## src/rtl/comma_aligner.sv

```systemverilog
module comma_aligner #(
  parameter int W          = 10,
  parameter int MATCH_BITS = 7
) (
  input  logic         clk,
  input  logic         rst_n,
  input  logic         align_plus_en,
  input  logic         align_minus_en,
  input  logic [W-1:0] plus_pat,
  input  logic [W-1:0] minus_pat,
  input  logic [W-1:0] rx_word,
  output logic [W-1:0] word_o,
  output logic         comma_o,
  output logic         realign_o
);
  localparam int OW = $clog2(W);
  localparam logic [W-1:0] MASK = W'((1 << MATCH_BITS) - 1);

  logic [W-1:0]   prev_q;
  logic [OW-1:0]  off_q, off_nxt;
  logic [2*W-1:0] win;
  logic [W-1:0]   hit_p, hit_m, hit_en, nxt_word;
  logic           found;

  assign win = {rx_word, prev_q};

  for (genvar k = 0; k < W; k++) begin : g_off
    wire [W-1:0] cand = win[k +: W];
    assign hit_p[k] = ((cand ^ plus_pat)  & MASK) == '0;
    assign hit_m[k] = ((cand ^ minus_pat) & MASK) == '0;
  end

  assign hit_en = (align_plus_en ? hit_p : '0) | (align_minus_en ? hit_m : '0);

  always_comb begin
    found   = 1'b0;
    off_nxt = off_q;
    for (int k = W - 1; k >= 0; k--) begin
      if (hit_en[k]) begin
        found   = 1'b1;
        off_nxt = OW'(k);
      end
    end
  end

  assign nxt_word = win[off_nxt +: W];

  always_ff @(posedge clk or negedge rst_n) begin
    if (!rst_n) begin
      prev_q    <= '0;
      off_q     <= '0;
      word_o    <= '0;
      comma_o   <= 1'b0;
      realign_o <= 1'b0;
    end else begin
      prev_q    <= rx_word;
      off_q     <= off_nxt;
      word_o    <= nxt_word;
      comma_o   <= (((nxt_word ^ plus_pat) & MASK) == '0) ||
                   (((nxt_word ^ minus_pat) & MASK) == '0);
      realign_o <= found && (off_nxt != off_q);
    end
  end

  AST_REALIGN_HAS_COMMA: assert property (@(posedge clk) disable iff (!rst_n)
    realign_o |-> comma_o);
  AST_REALIGN_MOVES: assert property (@(posedge clk) disable iff (!rst_n)
    realign_o |-> off_q != $past(off_q));
  AST_OFFSET_RANGE: assert property (@(posedge clk) disable iff (!rst_n)
    off_q < OW'(W));
  AST_HOLD_BOUNDARY: assert property (@(posedge clk) disable iff (!rst_n)
    !realign_o |-> off_q == $past(off_q));
  AST_QUIET_WHEN_OFF: assert property (@(posedge clk) disable iff (!rst_n)
    (!align_plus_en && !align_minus_en) |=> !realign_o);
  AST_COMMA_MATCH: assert property (@(posedge clk) disable iff (!rst_n)
    comma_o |-> ((((word_o ^ $past(plus_pat)) & MASK) == '0) ||
                 (((word_o ^ $past(minus_pat)) & MASK) == '0)));
endmodule

```

## config.mk

```make
export PLATFORM = sky130hd
export DESIGN_NAME = comma_aligner
export DESIGN_NICKNAME = d
export VERILOG_FILES = /design/src/rtl/comma_aligner.sv
export SDC_FILE = /design/constraint.sdc
export NUM_CORES = 1
export LEC_CHECK = 0
export BUFFER_PORTS_ARGS = -buffer_cell sky130_fd_sc_hd__clkbuf_2
export CAP_MARGIN = 15
export CELL_PAD_IN_SITES_DETAIL_PLACEMENT = 0
export CELL_PAD_IN_SITES_GLOBAL_PLACEMENT = 1
export CORE_MARGIN = 2
export CORE_UTILIZATION = 42
export DETAILED_ROUTE_END_ITERATION = 10
export HOLD_SLACK_MARGIN = 0.06
export PLACE_DENSITY = 0.79
export SLEW_MARGIN = 0
export SYNTH_ARGS = -nofsm -noshare
export SYNTH_HDL_FRONTEND = slang
export SYNTH_SLANG_ARGS = --single-unit
```

## constraint.sdc

```tcl
create_clock -name clk -period 3.4 [get_ports clk]
set_input_delay 0.68 -clock clk [delete_from_list [all_inputs] [get_ports clk]]
set_output_delay 0.68 -clock clk [all_outputs]
set_load 0.01 [all_outputs]
```

Yosys cells after proc, flatten, opt, wreduce, memory -nomap -nowiden. Index checks and enable logic that the tools add are counted. Widths: inputs -> output; s select.

Shift operators: 1. Equal/unequal tests: 1. Mux-type cells: 22. Bitwise gates (word level): 23. Reduce and logical (&&, ||, !) cells: 24.

Operator list (number): $logic_not 10->1 (22); $xor 7x7->7 (22); $mux 4 (10); $mux 10 (2); $shiftx 20x5->10 (1); $mux 1 (10); $or 10x10->10 (1); $ne 4x4->1 (1); $logic_and 1x1->1 (1); $logic_or 1x1->1 (1).

Output and inout port bits: 12. Register bits after elaboration: 26. Input port bits: 34. Logic and storage cells: 76.

Depth between registers and ports, before layout.
Depth in word-level cells: 18. Depth in mapped cells: 18. Mapped depth without buffers: 14.

Worst setup path after synthesis. Ideal clock, no wire load.

Kind: input to register. Start: in plus_pat[2]. End: reg comma_o. Stages on the path: 15. Slack: -0.512 ns. Data arrival time: 3.832 ns. Setup time: 0.080 ns. Required time: 3.320 ns. Path buffers: 2. Path through: buf_4 -> buf_4 -> xor2_1 -> nor4_1 -> nand2_1 -> o21ai_2 -> nor3_2 -> o211ai_4 -> mux2i_1 -> mux2i_1 -> o21ai_0 -> nor3_1 -> a2111o_1 -> or4_1 -> o22ai_2.

Longest elaborated chain between the ends: 18. Elaborated cells on any way between the ends: 38. Those cells by class: shift (1); mux (11); bitwise (13); reduce/logical (13).

Ends and longest elaborated chain: from (decl) (RTL line 9) `input logic [W-1:0] plus_pat,`; $xor 7x7->7 (RTL line 29) `assign hit_p[k] = ((cand ^ plus_pat) & MASK) == '0;`; $logic_not 10->1 (RTL line 29); $mux 10 (RTL line 33) `assign hit_en = (align_plus_en ? hit_p : '0) | (align_minus_en ? hit_m : '0);`; $or 10x10->10 (RTL line 33); $mux 4 (10 in a row) (RTL line 39) `if (hit_en[k]) begin`; $shiftx 20x5->10 (RTL line 46) `assign nxt_word = win[off_nxt +: W];`; $xor 7x7->7 (on tied branches) (RTL line 59, 60); $logic_not 10->1 (on tied branches) (RTL line 59, 60); $logic_or 1x1->1 * (RTL line 59) `comma_o <= (((nxt_word ^ plus_pat) & MASK) == '0) ||`; to (signal assigned) (RTL line 59); to (decl) (RTL line 13) `output logic comma_o,`.

Every way passes the cells marked *; elsewhere a longest branch is shown, timed or not.

Worst setup path after layout.
Start: in minus_pat[4]. End: reg comma_o.

Longest elaborated chain between the ends: 18. Elaborated cells on any way between the ends: 38. Those cells by class: shift (1); mux (11); bitwise (13); reduce/logical (13).

Ends and longest elaborated chain: from (decl) (RTL line 10) `input logic [W-1:0] minus_pat,`; $xor 7x7->7 (RTL line 30) `assign hit_m[k] = ((cand ^ minus_pat) & MASK) == '0;`; $logic_not 10->1 (RTL line 30); $mux 10 (RTL line 33); $or 10x10->10 (RTL line 33); $mux 4 (10 in a row) (RTL line 39); $shiftx 20x5->10 (RTL line 46); $xor 7x7->7 (on tied branches) (RTL line 59, 60); $logic_not 10->1 (on tied branches) (RTL line 59, 60); $logic_or 1x1->1 * (RTL line 59).

Marked as above.

==> impl_metrics.ini <==
[power]
finalPower_mw = 4.00
peakVddDrop_mv = 0.504
p_per_area_nw_per_um2 = 620
p_leak_nw = 2.77

[global_routing]
overflow = 0
antenna_found_initial = 0
grt_pass1_wl_mm = 25.8
use_met3_pct = 3.07
grt.met2_usage_pct = 48.6
grt_max_degree = 27
globalRoute.busiestLayer = met2
grt_usage_pct = 29.0
grt_pass1_vias = 4783
use_met1_pct = 39.8

[floorplan]
core_sq_um = 10200
num_rows = 37
die_area_sq_um = 11300
start_util_pct = 42.9
fp.dieW_um = 106
die_h_um = 106
pin_count = 46

[run]
cap_violations = 0

[placed_design]
dpl_cell_area_sq_um = 5820
place_ws_ns = -0.834
dp.cells = 819
gp_congestion = 0.920
dp_hpwl_mm = 12.5
port_buffers = 39

[layout]
fillers = 874
postLayoutCoreUtil_pct = 63.0
n_antenna_cell = 0
register_area_sq_um = 652
drive_gt1_share_pct = 45.2
multi_input_area_sq_um = 3700
fin_area_sq_um = 6440
instances_no_fill = 837
syn2layout_area_growth_pct = 46.9
fin_nets = 736

[critical_path]
worst_setup_path_end_kind = register
start_kind = primary input
setup.worst_path.end = comma_o
worstReg2RegEnd = comma_o
cp_max_fo = 8
reg2reg_slack_ns = -0.36
crit_required_ns = 3.62
crit_type = primary input to register
startpoint = minus_pat[4]
crit_arrival_ns = 4.02
r2r_cells = 14
reg2reg_from = g_off[0].cand[6]

[clock_tree]
cts-root-buf = clkbuf_8
hold_buffers = 0
numCtsBuffers = 3
insertion_delay_ns = 0.29
cts_max_level = 1
cts_tree = yes
ctsLongestPathBuffers = 2
clock-sinks = 26
clkTransAtPathRegs_ns = 0.10

[detailed_routing]
vias_per_cell = 5.69
drt_iter0_drc = 430
post-route-drc-count = 0
final_antenna_net_count = 0
wl_mm = 16.5
drtPass1Iterations = 5
vias = 4759
drt-wirelength-per-cell_um = 19.7

[sta]
hold_violations = 0
setup_viol = 1
holdWs_ns = 0.429
fmax_ghz = 0.263
rsz0062_at_grt = true
relSlewSlack_pct = 52.7
fin_crit_ns = 3.80
slew_viol_final = 0
fin_tns_setup_ns = -0.399
fin_skew_ns = 0.00752
worst_pin_slew_ns = 0.710
fin_crit_sh_pct = 112
setup_slack_ns = -0.399

[hold_path]
hp-class = primary input to asynchronous set/reset pin

[yosys]
synthArstFlopShare_pct = 100
synth_top_area_share_pct = 15.6
synth_area_per_cell_sq_um = 8.28
synthCells = 530
ys.warnings.count = 0
yosys.area.top_type = xor2_1
synth_ff_type = dfrtp_1
synth_area_sq_um = 4390
synth_edf_count = 0
ys_types = 80
syn_nets = 564
synth-seq-cells = 26
yosys-top-cells-area = xor2_1, dfrtp_1, xnor2_1
synth-seq-area-share_pct = 14.8

[status]
violations = negative setup slack
status = finished with violations
## power breakdown
group	leakage (nW)	switching (mW)	internal, mW	total, mW
clock	0.0288	0.112	0.104	0.217
combinational	2.43	1.64	1.68	3.32
sequential	0.304	0.0515	0.414	0.466
total	2.77	1.80	2.19	4.00
## cell families after synthesis
logic type	count (synthesis)	share of synthesized area, %
muxes	23	5.85
buffers and inverters	79	11.5
DFF	26	14.8
xor gates and xnor gates	151	30.1
AOI/OAI and AO/OA	118	20.8
and+or+nand+nor	133	16.9
## worst max-delay path: stages
cell,delay [ns]
clkbuf_4,0.19
buf_4,0.18
xor2_2,0.15
nor4_2,0.32
buf_4,0.17
a41oi_2,0.15
o211ai_4,0.14
a21oi_4,0.13
o211ai_1,0.43
buf_4,0.19
a21o_1,0.14
o21ai_2,0.08
o21a_1,0.18
a2111o_1,0.34
or4_1,0.41
o22ai_2,0.15
## worst min path at each step
| stage | end | slack (ns) |
|---|---|---|
| after floorplan | comma_o | 0.38 |
| after global placement | realign_o | 0.52 |
| after detailed placement | realign_o | 0.56 |
| after CTS | g_off[0].cand[6] | 0.44 |
| after global routing | g_off[0].cand[8] | 0.46 |
| final | g_off[0].cand[2] | 0.43 |
## synthesized netlist by cell type (2+ instances only)
library cell  instances
nor4_1               18
o2111ai_1             3
nor2b_1               3
xnor2_1              73
dfrtp_1              26
clkbuf_1              3
a22o_1                3
o211ai_1              8
nor2_1               24
nand2b_1              4
a211oi_1              3
nand4_1              20
o22ai_1               5
a22oi_1               3
clkbuf_2              2
nor3_1                8
a31oi_1               4
inv_1                18
a221oi_1              3
a211o_1               6
a2111o_1              2
buf_2                18
xor2_1               78
and3_1                3
a32oi_1               3
nand2_1              20
nand3_1              11
a2111oi_1             2
a41o_1                3
buf_4                24
a221o_1               2
a41oi_1               3
buf_6                12
o21ai_0              19
a21o_1                3
mux2i_1              20
a21oi_1              17
or3_1                 2
o32ai_1               2
and2_1                8
o211ai_2              2
## timing repair
item	4_1_cts	5_1_grt
endpoints found under the setup margin	5	8
pin swaps	9	29
gates cloned	1	0
setup buffers	5	8
gates resized for setup	32	75
## per-layer routing
metal / up-vias / wire [um]
met5: - / 0
met4: 0 / 304
li1: 2228 / -
met3: 31 / 977
met1: 2313 / 7270
met2: 187 / 7960
## area by class of cell
cell class | instances | share of cell area (%)
clock buffers | 4 | 0.854
inverters | 20 | 1.28
multi-input cells | 426 | 57.4
flip-flops and latches | 26 | 10.1
well taps | 136 | 2.64
repair buffers | 225 | 27.7
## placed cells by master, fill, tap and decap left out, types with 6 or more instances in the layout
| cell | count |
|---|---|
| buf_4 | 170 |
| nand4_1 | 20 |
| dfrtp_1 | 25 |
| and2_1 | 7 |
| buf_12 | 12 |
| a211o_1 | 6 |
| inv_1 | 18 |
| nor4_2 | 10 |
| nand3_1 | 10 |
| clkbuf_2 | 24 |
| o211ai_1 | 8 |
| nor2_1 | 16 |
| nor3_1 | 6 |
| nand2_1 | 20 |
| a21oi_1 | 12 |
| xnor2_1 | 73 |
| clkbuf_4 | 12 |
| nor4_1 | 8 |
| mux2i_1 | 14 |
| o21ai_0 | 14 |
| xor2_1 | 72 |
| a21oi_2 | 6 |
| nor2_2 | 7 |
## registers in the layout, indices dropped and copies added, names as in the netlist
| signal | count |
|---|---|
| g_off.cand | 10 |
| word_o | 10 |
| off_q | 4 |
| comma_o | 1 |
| realign_o | 1 |
(Power assumes the default switching activity.)
